$ cat src/rtl/lu_pkg.sv
package lu_pkg;
  // Strobes from the hazard control to the execute-tag datapath and the top.
  typedef struct packed {
    logic holdPc;
    logic holdIfId;
    logic squashEx;
  } luStrobes_t;
endpackage

$ cat src/rtl/lu_hazard_ctrl.sv
module lu_hazard_ctrl
  import lu_pkg::*;
#(
  parameter int REG_ADDR_W = 5
) (
  input  logic [REG_ADDR_W-1:0] decRs,
  input  logic [REG_ADDR_W-1:0] decRt,
  input  logic                  decRtUsed,
  input  logic                  decIsStore,
  input  logic                  exValid,
  input  logic                  exIsLoad,
  input  logic [REG_ADDR_W-1:0] exRd,
  output luStrobes_t            strobes
);
  localparam logic [REG_ADDR_W-1:0] ZERO_REG = '0;

  logic pendingLoad;
  logic rsHit;
  logic rtHit;
  logic hazard;

  always_comb begin
    pendingLoad = exValid && exIsLoad && (exRd != ZERO_REG);
    rsHit       = (decRs == exRd);
    // Store data is picked up by the memory-stage bypass, so rt does not matter for a store.
    rtHit       = decRtUsed && !decIsStore && (decRt == exRd);
    hazard      = pendingLoad && (rsHit || rtHit);
    strobes.holdPc   = hazard;
    strobes.holdIfId = hazard;
    strobes.squashEx = hazard;
  end
endmodule

$ cat src/rtl/lu_ex_tag.sv
module lu_ex_tag
  import lu_pkg::*;
#(
  parameter int REG_ADDR_W = 5
) (
  input  logic                  clk,
  input  logic                  rstN,
  input  luStrobes_t            strobes,
  input  logic                  decValid,
  input  logic                  decIsLoad,
  input  logic [REG_ADDR_W-1:0] decRd,
  output logic                  exValid,
  output logic                  exIsLoad,
  output logic [REG_ADDR_W-1:0] exRd
);
  always_ff @(posedge clk or negedge rstN) begin
    if (!rstN) begin
      exValid  <= 1'b0;
      exIsLoad <= 1'b0;
      exRd     <= '0;
    end else if (strobes.squashEx) begin
      exValid  <= 1'b0;
      exIsLoad <= 1'b0;
      exRd     <= '0;
    end else begin
      exValid  <= decValid;
      exIsLoad <= decIsLoad;
      exRd     <= decRd;
    end
  end

  assert_bubble_empties_R8: assert property (@(posedge clk) disable iff (!rstN)
    strobes.squashEx |=> !exValid && !exIsLoad);

  assert_tag_advances_R9: assert property (@(posedge clk) disable iff (!rstN)
    !strobes.squashEx |=> (exValid == $past(decValid)) && (exIsLoad == $past(decIsLoad))
                          && (exRd == $past(decRd)));
endmodule

$ cat src/rtl/lu_interlock.sv
module lu_interlock
  import lu_pkg::*;
#(
  parameter int REG_ADDR_W = 5
) (
  input  logic                  clk,
  input  logic                  rstN,
  input  logic [REG_ADDR_W-1:0] decRs,
  input  logic [REG_ADDR_W-1:0] decRt,
  input  logic                  decRtUsed,
  input  logic                  decIsStore,
  input  logic                  decIsLoad,
  input  logic [REG_ADDR_W-1:0] decRd,
  input  logic                  decValid,
  output logic                  pcWrEn,
  output logic                  ifIdWrEn,
  output logic                  idExBubble
);
  luStrobes_t            strobes;
  logic                  exValid;
  logic                  exIsLoad;
  logic [REG_ADDR_W-1:0] exRd;

  lu_hazard_ctrl #(.REG_ADDR_W(REG_ADDR_W)) uCtrl (
    .decRs(decRs), .decRt(decRt), .decRtUsed(decRtUsed), .decIsStore(decIsStore),
    .exValid(exValid), .exIsLoad(exIsLoad), .exRd(exRd), .strobes(strobes)
  );

  lu_ex_tag #(.REG_ADDR_W(REG_ADDR_W)) uTag (
    .clk(clk), .rstN(rstN), .strobes(strobes),
    .decValid(decValid), .decIsLoad(decIsLoad), .decRd(decRd),
    .exValid(exValid), .exIsLoad(exIsLoad), .exRd(exRd)
  );

  assign pcWrEn     = !strobes.holdPc;
  assign ifIdWrEn   = !strobes.holdIfId;
  assign idExBubble = strobes.squashEx;

  assert_one_cycle_R8: assert property (@(posedge clk) disable iff (!rstN)
    idExBubble |=> !idExBubble);

  assert_strobes_agree_R7: assert property (@(posedge clk) disable iff (!rstN)
    (pcWrEn == ifIdWrEn) && (pcWrEn != idExBubble));

  assert_rs_stalls_R1: assert property (@(posedge clk) disable iff (!rstN)
    (exValid && exIsLoad && exRd != '0 && decRs == exRd) |-> idExBubble);

  assert_store_data_free_R3: assert property (@(posedge clk) disable iff (!rstN)
    (decIsStore && decRs != exRd) |-> !idExBubble);

  assert_zero_reg_R5: assert property (@(posedge clk) disable iff (!rstN)
    (exRd == '0) |-> !idExBubble);

  assert_needs_valid_load_R6: assert property (@(posedge clk) disable iff (!rstN)
    !(exValid && exIsLoad) |-> !idExBubble);
endmodule

$ cat config.mk
export PLATFORM = sky130hd
export DESIGN_NAME = lu_interlock
export DESIGN_NICKNAME = d
export VERILOG_FILES = /design/src/rtl/lu_pkg.sv /design/src/rtl/lu_hazard_ctrl.sv /design/src/rtl/lu_ex_tag.sv /design/src/rtl/lu_interlock.sv
export SDC_FILE = /design/constraint.sdc
export NUM_CORES = 1
export LEC_CHECK = 0
export BUFFER_PORTS_ARGS = -buffer_cell sky130_fd_sc_hd__buf_2
export CAP_MARGIN = 30
export CORE_AREA = 2 2 39 41
export CTS_CLUSTER_SIZE = 20
export DETAILED_ROUTE_END_ITERATION = 10
export DIE_AREA = 0 0 41 43
export HOLD_SLACK_MARGIN = 0.08
export PLACE_DENSITY_LB_ADDON = 0.2
export SETUP_SLACK_MARGIN = 0.15
export SLEW_MARGIN = 15
export SYNTH_ARGS = -nofsm -noshare
export SYNTH_HDL_FRONTEND = slang
export SYNTH_SLANG_ARGS = --single-unit
$ cat constraint.sdc
create_clock -name clk -period 2.2 [get_ports clk]
set_clock_uncertainty 0.1 [all_clocks]
set_input_delay 0.44 -clock clk [delete_from_list [all_inputs] [get_ports clk]]
set_output_delay 0.44 -clock clk [all_outputs]
set_load 0.005 [all_outputs]
; Word-level counts from Yosys, hierarchy flattened
; Cells that the tools add are included.
[op_classes]
add_sub_neg = 0
multipliers = 0
div = 0
n_lt_le_gt_ge = 0
n_eq_ne = 2
shifts = 0
n_mux = 3
bitwise = 0
n_reduce_logical = 9
[ops]
columns = op, count
row1 = 5-bit == test, 2
row2 = 1-bit logical AND, 5
row3 = 5-bit two-way mux, 1
row4 = 5-bit nonzero test, 1
row5 = 1-bit zero test, 2
row6 = 1-bit two-way mux, 2
row7 = 1-bit logical OR, 1
[totals]
register_bits = 7
latch_bits = 0
ram_bits = 0
romBits = 0
input_bits = 21
out_inout_bits = 3
word_cells = 17
n_memories = 0

; Logic depth before layout (Yosys ltp)
; Gate-level depths: netlist of the first run.
[depth]
ltp_word = 6
mapped_depth = 5

; Hierarchy
; From an unflattened synthesis of the first run, not the netlist that was laid out.
[unflattened]
hier_cells = 36
hier_area_um2 = 386.6
[modules_own_cells]
columns = module, n_inst, cells_per_inst, area_each_um2, seq_area_each_um2
row1 = lu_ex_tag, 1, 14, 219.0, 175.2
row2 = lu_hazard_ctrl, 1, 20, 160.2, 0.0
row3 = lu_interlock, 1, 2, 7.5, 0.0

; Least setup slack after synthesis of the first run
; No wires, ideal clock.
[synth_timing]
kind = input port to output port
from = in decRt[2]
to = out pcWrEn
arrival_ps = 1405
required_time_ps = 1660
path_slack_ps = 255
cell_stages = 4
n_path_buf = 1
cell_sequence = a222oi_1 nor4b_2 o2111ai_2 buf_4
[synth_between]
elab_chain_cells = 5
[synth_rtl]
columns = element, line
row1 = from (decl), lu_interlock.sv:9  ; input logic [REG_ADDR_W-1:0] decRt,
row2 = 5-bit == test, lu_hazard_ctrl.sv:26  ; rtHit = decRtUsed && !decIsStore && (decRt == exRd);
row3 = 1-bit logical AND, lu_hazard_ctrl.sv:26
row4 = 1-bit logical OR, lu_hazard_ctrl.sv:27  ; hazard = pendingLoad && (rsHit || rtHit);
row5 = 1-bit logical AND, lu_hazard_ctrl.sv:27
row6 = 1-bit zero test, --
row7 = to (decl), lu_interlock.sv:15  ; output logic pcWrEn,
; Every way passes these cells.

; Worst setup path after layout of the first run
[layout_timing]
from = reg uTag.exRd[2]
to = out idExBubble
[layout_between]
elab_chain_cells = 4
elab_cells_between_ends = 7
classes_between = eq/ne (2) / reduce/logical (5)
[layout_rtl]
columns = element, line
row1 = from (decl), lu_ex_tag.sv:14  ; output logic [REG_ADDR_W-1:0] exRd
row2 = from (signal assigned), lu_ex_tag.sv:28  ; exRd <= decRd;
row3 = 5-bit == test, lu_hazard_ctrl.sv:26
row4 = 1-bit logical AND, lu_hazard_ctrl.sv:26
row5 = 1-bit logical OR, lu_hazard_ctrl.sv:27
row6 = 1-bit logical AND *, lu_hazard_ctrl.sv:27
row7 = to (decl), lu_interlock.sv:17  ; output logic idExBubble
; Mark *: on every way between the ends. The rest lies on a longest branch, timed or not.

==> run summary, run 1 <==
The deepest clock path buffer count came out at 2. The most common library cell in the layout ignoring fill and taps is sky130_fd_sc_hd__buf_2. STA classifies the critical path startpoint as a flip-flop. The critical path in this run is classified as flip-flop to primary output. The final-report max-slew violation count is 0. Setup violations remaining at the end of the flow were counted as 0. The initial DRC count came out at 8. The area growth from synthesis to layout is 49.68%. Setup repair after global routing could not meet its margin everywhere. The hold slack came out at 0.2971 ns. The post-layout minimum cycle time is 2.136 ns. The number of remaining DRC errors came out at 0. The floorplan die height came out at 43 um. The total clock buffers created by CTS is 3. Once the clock tree was built, the resizer swapped 0 gates to a different size. The starting utilization of the core area came out at 28.21%. The detailed placer's ending HPWL came out at 600.1 um. The flip-flop and latch count after synthesis came out at 7. The number of antenna violations at the first check in global routing is 0. 0 antenna diodes ended up in the layout.

During synthesis, Yosys emitted a total of 0 warnings. Yosys attributes the largest share of cell area to sky130_fd_sc_hd__dfrtp_1 45%, sky130_fd_sc_hd__and2_1 11%, sky130_fd_sc_hd__xor2_1 9.0%. In the synthesized netlist the async set-or-reset flop fraction comes to 100.0%. The number of endpoints with negative hold slack in the final report is 0. The critical path data required time came out at 1.66 ns. The number of buffer cells added on primary ports came out at 23.

The overall fraction of global-route tracks in use is 9.959%. The library cell used as clock root buffer is sky130_fd_sc_hd__clkbuf_4. The top achievable clock speed is 468.1 MHz. The count of flip-flops with a built-in enable after synthesis is 0.

Summed over all instances, the cell type with the most area after synthesis is sky130_fd_sc_hd__dfrtp_1. The average detailed-routed wire length per instance is 9.048 um. The area of all placed cells without fillers is 584.3 um^2. In the layout the commonest cells are 23 x sky130_fd_sc_hd__buf_2, 7 x sky130_fd_sc_hd__and2_1, 7 x sky130_fd_sc_hd__dfrtp_1. The source-to-sink clock delay at the later pin of the worst-skew pair came out at 0.25 ns.

The post-detailed-route via-to-cell ratio is 3.988. The core box area is 1384 um^2. The synthesized instance count is 37. The via count is 335. The final design utilization is 42.22%. The synthesized netlist occupies a cell area of 390.4 um^2. The pin count of the biggest net entering global routing came out at 8. The most used flip-flop cell after synthesis is sky130_fd_sc_hd__dfrtp_1.

The share of synthesized area occupied by flip-flops and latches came out at 44.87%. The net count of the finished layout came out at 90. STA classifies the critical path endpoint as a primary output. The worst path uses 97.10% of the clock period. In this run the power density over the cells is 525.6 nW/um^2.

The area occupied by registers is 175.2 um^2. After detailed routing, the total wire length is 760 um. The area taken by multi-input logic gates came out at 192.7 um^2. The largest fanout on the critical path came out at 5. The total power consumption of the routed design came out at 307.1 uW.

The clock-pin transition on the worst setup and hold timing paths is 0.05 ns. The first-pass iteration count of the detailed router came out at 4. The share of post-route cells with drive strength above 1 is 48.53%. The number of nets produced by synthesis is 58. The first global-routing pass estimated 1124 um of wire. At the end of routability-driven placement, the weighted congestion stood at 0.6071. The run finished with clean final reports. The headroom to the max-slew limit came out at 82.72%. The full die area came out at 1763 um^2. The count of standard-cell rows came out at 14. The worst path arrival time is 1.60 ns. The placed instances occupy a cell area of 525.5 um^2. VDD sags by at most 226.9 uV. Max-cap violations in this run came to 0. The via count of the first global-routing pass came out at 318. The actual transition at the worst max-transition pin came out at 0.2592 ns. In this run the remaining antenna-violating nets after routing total 0. After synthesis, the largest area contributor takes up 44.87% of total cell area. The number of inserted filler cells in the final layout is 142. The count of boundary I/O pins came out at 24. The TritonCTS clock tree is done. The count of cell types in the netlist is 17.

The die is 41 um wide. The worst hold path belongs to the class input pin to flip-flop. The remaining global-route overflow came out at 0. In this run the mean area of a mapped cell was 10.55 um^2. The leakage dissipation came out at 0.2870 nW.

The number of clock sinks seen by CTS came out at 7. The deepest level of the CTS H-tree is 1.
synthesized netlist by cell type (2+ instances only):
cell,number
sky130_fd_sc_hd__xnor2_1,3
sky130_fd_sc_hd__and2_1,7
sky130_fd_sc_hd__inv_1,3
sky130_fd_sc_hd__nand2b_1,2
sky130_fd_sc_hd__xor2_1,4
sky130_fd_sc_hd__dfrtp_1,7
path summary, 6_finish.rpt:
kind                                          from                      end  slack (ns)  depth (start not counted)
setup / recovery            uTag.exRd[2]$_DFF_PN0_               idExBubble        0.06                          6
max in group asynchronous                     rstN   uTag.exRd[2]$_DFF_PN0_        1.40                          2
hold reg to reg            uTag.exIsLoad$_DFF_PN0_   uTag.exRd[3]$_DFF_PN0_        0.63                          3
hold / removal                           decIsLoad  uTag.exIsLoad$_DFF_PN0_        0.30                          2
setup reg to reg            uTag.exRd[2]$_DFF_PN0_   uTag.exRd[4]$_DFF_PN0_        0.49                          6
min in group asynchronous                     rstN   uTag.exRd[4]$_DFF_PN0_        0.45                          2
routing by layer:
layer / vias to the layer above / track usage [%] / share of wire, %
li1: 183 / - / -
met1: 128 / 12.04 / 46
met2: 24 / 12.81 / 40
met3: 0 / 3.141 / 13
met4: 0 / 10.00 / 0
met5: - / 0 / 0
repair_timing:
item	in CTS	in global routing
setup endpoints to repair	3	3
hold buffers	1	0
gates cloned	0	0
setup buffers	2	1
hold endpoints to repair	7	0
pin swaps	1	0
critical path: stages, from the launching register on:
cell and delay [ns]:
sky130_fd_sc_hd__dfrtp_1 0.42, sky130_fd_sc_hd__inv_2 0.04, sky130_fd_sc_hd__a222oi_1 0.27, sky130_fd_sc_hd__nor4b_2 0.26, sky130_fd_sc_hd__o2111ai_2 0.18, sky130_fd_sc_hd__inv_1 0.08
sky130_fd_sc_hd__buf_2 0.10
metrics by stage:
step | TNS (ns) | cells | worst slack (ns)
2_1_floorplan | 0 | 37 | 0.2549
3_3_place_gp | 0 | 76 | 0.1473
3_5_place_dp | 0 | 76 | 0.1245
4_1_cts | 0 | 83 | 0.001286
5_1_grt | -0.2111 | 84 | -0.08596
6_report | 0 | 84 | 0.06388
logic make-up after synthesis:
family	count (synthesis)	synth area share, %
XOR/XNOR	7	15.71
buffers and inverters	5	5.769
AND/OR/NAND/NOR	15	25.00
flip-flops	7	44.87
AO/OA/AOI/OAI	3	8.653
flip-flops by register name, indices dropped and copies added (netlist names):
name / cells
uTag.exRd: 5
uTag.exValid: 1
uTag.exIsLoad: 1
area by class of cell:
cell class | count | share of cell area [%]
repair buffers | 28 | 26.55
well taps | 16 | 3.426
inverters | 4 | 2.570
flip-flops and latches | 7 | 29.98
multi-input cells | 25 | 32.98
clock buffers | 4 | 4.497
power by group:
part           total (mW)  internal (mW)  switching [mW]
combinational      0.0525         0.0327          0.0198
clock               0.112         0.0689          0.0431
sequential          0.143          0.136         0.00624
Power figures use the tool's default switching activity.
==> run 2: changes to the inputs <==
- REMOVE_ABC_BUFFERS: default -> 1
==> run 2 against run 1 <==
Count of clock-buffer cells in the layout is the same. Fmax increased by 0.67%. Cell area down 1.1%. Sequential power barely moved. Register-to-register slack got worse by 0.11 ns. Clock power is essentially flat. Die area did not move. Combinational power decreased by 3%. Sequential share of layout area rose by 0.54 points. Critical endpoint unchanged. Non-clock buffer count is 1 lower. Cell count fell by 1.2%. Critical path depth unchanged. Largest power group unchanged.
==> run summary, run 2 (synthesis results as in run 1) <==
The area occupied by registers came out at 176.4 um^2 (was 175.2 um^2). The final design utilization was 41.77% (was 42.22%). The number of antenna violations at the first check in global routing is 0 (unchanged). The via count is 344 (was 335). The first-pass iteration count of the detailed router is 4 (unchanged). The area taken by multi-input logic gates is 192.7 um^2 (unchanged). The area added between synthesis and finish is 48.08% (was 49.68%). The switching share of total power is 22.23% (was 22.51%). The final-report max-slew violation count is 0 (unchanged). The detailed placer's ending HPWL came out at 598.4 um (was 600.1 um).

The number of cells on the worst reg-to-reg path came out at 7 (was 6). Cells traversed along the worst timing path: inv_2, a222oi_1, nor4b_2, o2111ai_2, inv_1, buf_2 (unchanged). The area of all placed cells without fillers was 578.1 um^2 (was 584.3 um^2). The max-capacitance violation count is 0 (unchanged). The largest stage delay on the critical path is 0.41 ns (was 0.42 ns). The post-detailed-route via-to-cell ratio is 4.145 (was 3.988).

The overall routed net length came out at 753 um (was 760 um). The deepest level of the CTS H-tree was 1 (unchanged). The final cycle utilization of the critical path came to 96.45% (was 97.10%). The worst min-delay path class is input pin to flip-flop (unchanged). The internal cell power is 237.0 uW (was 238.0 uW). The headroom to the max-slew limit is 83.88% (was 82.72%). The post-layout minimum cycle time came out at 2.122 ns (was 2.136 ns). The overall fraction of global-route tracks in use is 9.432% (was 9.959%). The pin count of the biggest net entering global routing was 8 (unchanged). The total clock buffers created by CTS is 3 (unchanged). The number of clock sinks seen by CTS is 7 (unchanged).

The post-detailed-placement cell area is 525.5 um^2 (unchanged). The clock-pin transition on the worst setup and hold timing paths is 0.05 ns (about the same). The worst path arrival time came out at 1.58 ns (was 1.60 ns). The number of flip-flops under the largest register name came out at 5 (unchanged).

The switching power total came out at 67.72 uW (was 69.12 uW). The number of remaining DRC errors is 0 (unchanged). The top achievable clock speed is 471.3 MHz (was 468.1 MHz).

The full die area was 1763 um^2 (unchanged). The number of diodes is 0 (unchanged). The source-to-sink clock delay at the later pin of the worst-skew pair came to 0.24 ns (was 0.25 ns). The sequential fraction of design power came out at 46.9% (was 46.4%). The worst vdd rail ir drop is 199.3 uV (was 226.9 uV). The share of post-route cells with drive strength above 1 is 49.25% (was 48.53%). The number of inserted filler cells in the final layout came to 142 (unchanged). The deepest clock path buffer count is 2 (unchanged).

The via count of the first global-routing pass is 307 (was 318). The launch point of the worst path is uTag.exRd[2]$_DFF_PN0_ (unchanged). The starting utilization of the core area came out at 28.21% (unchanged). The average detailed-routed wire length per instance came out at 9.072 um (was 9.048 um).

The library cell used as clock root buffer is sky130_fd_sc_hd__clkbuf_4 (unchanged). The die outline width came out at 41 um (unchanged). The most common library cell in the layout ignoring fill and taps is sky130_fd_sc_hd__buf_2 (unchanged). The slowest cell on the critical path is sky130_fd_sc_hd__dfrtp_2 (was sky130_fd_sc_hd__dfrtp_1).

Top library cells by usage in the layout, fill and taps aside: 23 x sky130_fd_sc_hd__buf_2, 7 x sky130_fd_sc_hd__and2_1, 6 x sky130_fd_sc_hd__dfrtp_1 (was 23 x sky130_fd_sc_hd__buf_2, 7 x sky130_fd_sc_hd__and2_1, 7 x sky130_fd_sc_hd__dfrtp_1). The number of endpoints with negative hold slack in the final report was 0 (unchanged). The final worst-path setup slack came to 0.07810 ns (was 0.06388 ns). The part of the total power dissipated in combinational logic came out at 16.7% (was 17.1%).

The initial DRC count is 5 (was 8). The count of standard-cell rows is 14 (unchanged). The critical path data required time came to 1.66 ns (about the same).

The net count of the finished layout came out at 89 (was 90). The startpoint class of the critical path is a flip-flop (unchanged). The power density of the placed cells came out at 527.1 nW/um^2 (was 525.6 nW/um^2).

The remaining global-route overflow was 0 (unchanged). The core box area came to 1384 um^2 (unchanged). The actual transition at the worst max-transition pin came out at 0.2399 ns (was 0.2592 ns). The endpoint type of the worst setup path was a primary output (unchanged). The floorplan die height was 43 um (unchanged). The final setup violation count is 0 (unchanged). The worst setup timing slack at the placement stage is 0.1179 ns (was 0.1245 ns). The register bank with the most flops is uTag.exRd (unchanged).

The largest fanout on the critical path is 4 (was 5). The clock share of power came out at 36.4% (was 36.5%). The leakage dissipation is 0.2812 nW (was 0.2870 nW). Largest registers ranked by flip-flop count: uTag.exRd (5), uTag.exIsLoad (1), uTag.exValid (1) (unchanged). The post-route antenna net violation count is 0 (unchanged). The register-to-register setup slack came to 0.38 ns (was 0.49 ns).

The terminus of the critical flop-to-flop path is uTag.exRd[4]$_DFF_PN0_ (unchanged). The hold slack was 0.3030 ns (was 0.2971 ns). The count of boundary I/O pins is 24 (unchanged).

The number of buffer cells added on primary ports is 23 (unchanged). Setup repair after global routing missed its margin: yes (unchanged). The TritonCTS clock tree is done (unchanged). The end point of the critical path was idExBubble (unchanged).

The type of the worst setup path is flip-flop to primary output (unchanged). The startpoint of the lowest-slack register-to-register path is uTag.exRd[2]$_DFF_PN0_ (unchanged). The routability congestion estimate from global placement came to 0.6109 (was 0.6071).

Outcome: finished, final reports clean (unchanged). The wire length of the first global-routing pass came out at 1069 um (was 1124 um).
## run 2: critical path: cells and delay by family, from the launching register on
family / cells / cell delay (ns)
AO/OA/AOI/OAI: 2 / 0.45
buffers and inverters: 3 / 0.22
flip-flops: 1 / 0.41
AND/OR/NAND/NOR: 1 / 0.27
## run 2: worst min path at each step
stage,startpoint,cells past startpoint,endpoint,slack (ns)
after floorplan,rstN,0,uTag.exIsLoad$_DFF_PN0_,0.04
after global placement,rstN,1,uTag.exRd[4]$_DFF_PN0_,0.17
after detailed placement,rstN,1,uTag.exRd[4]$_DFF_PN0_,0.18
after CTS,decRd[2],2,uTag.exRd[2]$_DFF_PN0_,0.29
after global routing,decIsLoad,2,uTag.exIsLoad$_DFF_PN0_,0.30
final,decRd[2],2,uTag.exRd[2]$_DFF_PN0_,0.30
## run 2: repair_timing
item | in CTS | in global routing
hold buffers | 1 | 0
hold endpoints to repair | 7 | 0
pin swaps | 1 | 0
gates resized for setup | 1 | 0
setup buffers | 2 | 0
endpoints found under the setup margin | 3 | 3
## run 2: routing by layer
metal / track usage, % / routed length (um) / vias up
met4: 8.000 / 0 / 0
met3: 3.141 / 100 / 0
met1: 9.635 / 319 / 141
met5: 0 / 0 / -
met2: 14.37 / 332 / 20
li1: - / - / 183
## run 2: area by class of cell
type | instances | area share, %
inverters | 4 | 2.597
flip-flops and latches | 7 | 30.52
clock buffers | 4 | 4.545
repair buffers | 27 | 25.54
multi-input cells | 25 | 33.33
well taps | 16 | 3.463
## run 2: power by group through the flow
| stage | sequential (mW) | combinational (mW) | clock, mW |
|---|---|---|---|
| after floorplan | 0.144 | 0.0239 | 0 |
| after global placement | 0.146 | 0.0473 | 0 |
| after detailed placement | 0.146 | 0.0475 | 0 |
| after CTS | 0.143 | 0.0517 | 0.117 |
| after global routing | 0.144 | 0.0571 | 0.129 |
| final | 0.143 | 0.0510 | 0.111 |
## run 2: metrics by stage
step	setup TNS (ns)	std cells	total power, mW
finish	0	83	0.3047
global route	-0.08568	83	0.3303
CTS	0	83	0.3122
detailed placement	0	76	0.1931
global placement	0	76	0.1929
floorplan	0	36	0.1677
==> run 3: changes to the inputs <==
- ABC_AREA: default -> 1
==> run 3 against run 2 <==
Power up 9.0%. Routed wire length up 27%. Combinational power up 38%. Sequential share of layout area down 4.4 points. Clock power up 7%. Register-to-register slack better by 0.63 ns. First-iteration DRC count up 40%. Cell area up 16%. Sequential power about the same. Count of clock-buffer cells in the layout unchanged.
==> run summary, run 3 <==
Outcome: finished, final reports clean (unchanged). The fraction of synthesized cell area in xor and xnor cells came to 1.724% (was 15.71%). The overall fraction of global-route tracks in use is 13.08% (was 9.432%). The via count came out at 511 (was 344).

The summed instance area of the synthesized netlist came out at 508.0 um^2 (was 390.4 um^2). The post-layout minimum cycle time was 1.887 ns (was 2.122 ns). Most frequent cells after synthesis: 26 x sky130_fd_sc_hd__nand2_1, 20 x sky130_fd_sc_hd__inv_1, 7 x sky130_fd_sc_hd__a21oi_1, 7 x sky130_fd_sc_hd__dfrtp_1 (was 7 x sky130_fd_sc_hd__and2_1, 7 x sky130_fd_sc_hd__dfrtp_1, 4 x sky130_fd_sc_hd__xor2_1). The share of the synthesized area in compound gates (AO/OA/AOI/OAI) came out at 6.897% (was 8.654%). The count of standard-cell rows was 14 (unchanged). The worst hold path cell count was 3 (was 2). The number of antenna violations at the first check in global routing is 0 (unchanged). The number of buffer cells added on primary ports came out at 23 (unchanged). The floorplan die height came out at 43 um (unchanged).

The initial DRC count came out at 7 (was 5). The final worst-path setup slack is 0.3126 ns (was 0.07810 ns). The post-synthesis async set-or-reset flop share is 100.0% (unchanged).

The power density of the placed cells is 494.4 nW/um^2 (was 527.1 nW/um^2). The clock share of power is 35.9% (was 36.4%). The post-route antenna net violation count is 0 (unchanged). The number of flip-flops under the largest register name is 5 (unchanged). The register-to-register setup slack is 1.01 ns (was 0.38 ns). The flip-flop and latch count after synthesis came out at 7 (unchanged). The post-CTS repair timing setup buffer count is 0 (was 2).

The die outline width came out at 41 um (unchanged). Cells traversed along the worst timing path: inv_2, nand2_1, nand2_1, nor2_2, nand3_2, nand2_4, nand2_4, inv_2, buf_2 (was inv_2, a222oi_1, nor4b_2, o2111ai_2, inv_1, buf_2). The worst min-delay path class is input pin to flip-flop (unchanged).

The post-detailed-placement cell area is 635.6 um^2 (was 525.5 um^2). The first-pass iteration count of the detailed router came to 4 (unchanged). The total negative slack came out at 0 ns (unchanged). Top library cells by usage in the layout, fill and taps aside: 26 x sky130_fd_sc_hd__nand2_1, 23 x sky130_fd_sc_hd__buf_2, 20 x sky130_fd_sc_hd__inv_1 (was 23 x sky130_fd_sc_hd__buf_2, 7 x sky130_fd_sc_hd__and2_1, 6 x sky130_fd_sc_hd__dfrtp_1). The top achievable clock speed is 529.8 MHz (was 471.3 MHz). The leakage dissipation is 0.4472 nW (was 0.2812 nW).

The wire length of the first global-routing pass is 1497 um (was 1069 um). The switching power total is 94.34 uW (was 67.72 uW). The headroom to the max-slew limit came out at 81.56% (was 83.88%).

The synthesized area divided by synthesized cell count is 6.350 um^2 (was 10.55 um^2). The area of all placed cells without fillers came out at 671.9 um^2 (was 578.1 um^2). The most used standard cell by instance count after synthesis is sky130_fd_sc_hd__nand2_1. The library cell used as clock root buffer is sky130_fd_sc_hd__clkbuf_4 (unchanged).

The internal cell power came to 237.9 uW (was 237.0 uW). The post-cts gate resize count came out at 0 (was 1). The number of endpoints with negative hold slack in the final report is 0 (unchanged). The synthesized instance count came to 80 (was 37). The largest family of logic cells by synthesized area was simple AND/OR/NAND/NOR gates (unchanged). Setup repair after global routing missed its margin: no (was yes).

The remaining global-route overflow came out at 0 (unchanged). The final-report max-slew violation count came to 0 (unchanged). The TritonCTS clock tree was done (unchanged). The count of boundary I/O pins is 24 (unchanged). The switching share of total power is 28.40% (was 22.23%). The average detailed-routed wire length per instance is 7.772 um (was 9.072 um).

The share of the synthesized area in the top cell type is 34.48% (was 44.87%). The deepest level of the CTS H-tree is 1 (unchanged). The total clock buffers created by CTS is 3 (unchanged). The final cycle utilization of the critical path came to 85.79% (was 96.45%). The sequential fraction of design power came out at 42.9% (was 46.9%). The slowest cell on the critical path is sky130_fd_sc_hd__dfrtp_1 (was sky130_fd_sc_hd__dfrtp_2). The simple-gate share of the synthesized area is 37.68% (was 25.00%). The most common library cell in the layout ignoring fill and taps is sky130_fd_sc_hd__nand2_1 (was sky130_fd_sc_hd__buf_2). The startpoint class of the critical path is a flip-flop (unchanged). The full die area is 1763 um^2 (unchanged). The critical path data required time came out at 1.66 ns (about the same).

The actual transition at the worst max-transition pin came to 0.2764 ns (was 0.2399 ns). The via count of the first global-routing pass came out at 444 (was 307). The worst path arrival time came out at 1.35 ns (was 1.58 ns). The register bank with the most flops was uTag.exRd (unchanged). The count of cell types in the netlist came out at 13 (was 17). The max-capacitance violation count is 0 (unchanged).

The type of the worst setup path was flip-flop to primary output (unchanged). The adder and majority gate portion of the synthesized area is 0% (unchanged). The routability congestion estimate from global placement was 0.6811 (was 0.6109). The number of clock sinks seen by CTS came out at 7 (unchanged). Leading post-synthesis cells by cell area: sky130_fd_sc_hd__dfrtp_1 34%, sky130_fd_sc_hd__nand2_1 19%, sky130_fd_sc_hd__inv_1 15% (was sky130_fd_sc_hd__dfrtp_1 45%, sky130_fd_sc_hd__and2_1 11%, sky130_fd_sc_hd__xor2_1 9.0%). Largest registers ranked by flip-flop count: uTag.exRd (5), uTag.exIsLoad (1), uTag.exValid (1) (unchanged).

The clock-pin transition on the worst setup and hold timing paths was 0.05 ns (about the same). The number of cells on the worst reg-to-reg path was 7 (unchanged). The pin count of the biggest net entering global routing is 9 (was 8). The combined buffer and inverter count along the critical path is 3 (unchanged). The source-to-sink clock delay at the later pin of the worst-skew pair is 0.25 ns (was 0.24 ns). The warning count from the yosys run is 0 (unchanged). The cell family contributing the most delay on the critical path is simple AND/OR/NAND/NOR gates (was compound AO/OA/AOI/OAI gates). The main flop type after synthesis is sky130_fd_sc_hd__dfrtp_1 (unchanged). The largest stage delay on the critical path is 0.40 ns (was 0.41 ns). The number of diodes is 0 (unchanged). The largest fanout on the critical path is 8 (was 4). The post-detailed-route via-to-cell ratio came out at 4.154 (was 4.145). The part of the total power dissipated in combinational logic is 21.2% (was 16.7%). The starting utilization of the core area was 36.71% (was 28.21%). The core box area is 1384 um^2 (unchanged). The final setup violation count came out at 0 (unchanged). The hold slack came out at 0.2857 ns (was 0.3030 ns). The share of post-route cells with drive strength above 1 is 35.51% (was 49.25%). The deepest clock path buffer count was 2 (unchanged). The worst vdd rail ir drop came out at 264.7 uV (was 199.3 uV). The net count of the finished layout came out at 129 (was 89).

The endpoint type of the worst setup path is a primary output (unchanged). The detailed placer's ending HPWL is 782.5 um (was 598.4 um). The worst setup timing slack at the placement stage is 0.4262 ns (was 0.1179 ns).

The share of synthesized area occupied by flip-flops and latches came out at 34.48% (was 44.87%). The biggest area consumer among synthesized cells is sky130_fd_sc_hd__dfrtp_1 (unchanged). The overall routed net length is 956 um (was 753 um). The post-synthesis mux area share is 0% (unchanged).

The number of remaining DRC errors is 0 (unchanged). The count of flip-flops with a built-in enable after synthesis was 0 (unchanged). The area added between synthesis and finish is 32.27% (was 48.08%). The final design utilization was 48.55% (was 41.77%). The number of buffers added to fix hold violations after cts is 1 (unchanged).

The total stage count of the critical path came to 9 (was 6).
[run 3: changes by cell type after synthesis, moves of 3 or more]
cell                      delta
sky130_fd_sc_hd__a21oi_1     +7
sky130_fd_sc_hd__and2_1      -7
sky130_fd_sc_hd__inv_1      +17
sky130_fd_sc_hd__nor2_2      +4
sky130_fd_sc_hd__xor2_1      -4
sky130_fd_sc_hd__inv_2       +3
sky130_fd_sc_hd__nand2_1    +25
sky130_fd_sc_hd__nor2_1      +4
[run 3: kinds of logic (layout without fill, tap and decap cells)]
kind of cell	count (synthesis)	after routing
flip-flops	7	7
AO/OA/AOI/OAI	7	7
XOR/XNOR	1	1
AND/OR/NAND/NOR	40	40
buffers and inverters	25	52
[run 3: cell type report]
| cell class | instances | area [um^2] |
|---|---|---|
| flip-flops and latches | 7 | 175.2 |
| multi-input cells | 48 | 235.2 |
| repair buffers | 24 | 125.1 |
| fillers | 162 | 711.9 |
| inverters | 24 | 90.09 |
| clock buffers | 4 | 26.28 |
| well taps | 16 | 20.02 |
[run 3: stage by stage]
step / instances / power, mW
final: 123 / 0.3322
after global routing: 123 / 0.3576
after CTS: 123 / 0.3343
after detailed placement: 118 / 0.2149
after global placement: 118 / 0.2133
after floorplan: 79 / 0.1858
[run 3: worst paths after layout]
check                                   startpoint                      end
max reg2reg                 uTag.exRd[4]$_DFF_PN0_   uTag.exValid$_DFF_PN0_
min                                      decIsLoad  uTag.exIsLoad$_DFF_PN0_
max                         uTag.exRd[4]$_DFF_PN0_               idExBubble
min in group asynchronous                     rstN  uTag.exIsLoad$_DFF_PN0_
min reg2reg                uTag.exIsLoad$_DFF_PN0_   uTag.exRd[0]$_DFF_PN0_
max in group asynchronous                     rstN   uTag.exRd[3]$_DFF_PN0_
[run 3: metal layers]
layer | vias to the layer above | routed length (um) | GRT usage [%]
li1 | 280 | - | -
met1 | 209 | 402 | 11.96
met2 | 20 | 460 | 22.50
met3 | 2 | 72 | 3.141
met4 | 0 | 21 | 10.00
met5 | - | 0 | 0
[run 3: power by group through the flow]
| stage | combinational [mW] | clock [mW] | sequential (mW) |
|---|---|---|---|
| global placement | 0.0685 | 0 | 0.145 |
| detailed placement | 0.0701 | 0 | 0.145 |
| finish | 0.0705 | 0.119 | 0.143 |
| CTS | 0.0718 | 0.120 | 0.143 |
| global route | 0.0819 | 0.132 | 0.143 |
| floorplan | 0.0424 | 0 | 0.143 |
[run 3: tightest hold or removal path, stage by stage]
cell	delay, ns
sky130_fd_sc_hd__buf_2	0.09
sky130_fd_sc_hd__inv_1	0.04
sky130_fd_sc_hd__a21oi_1	0.03
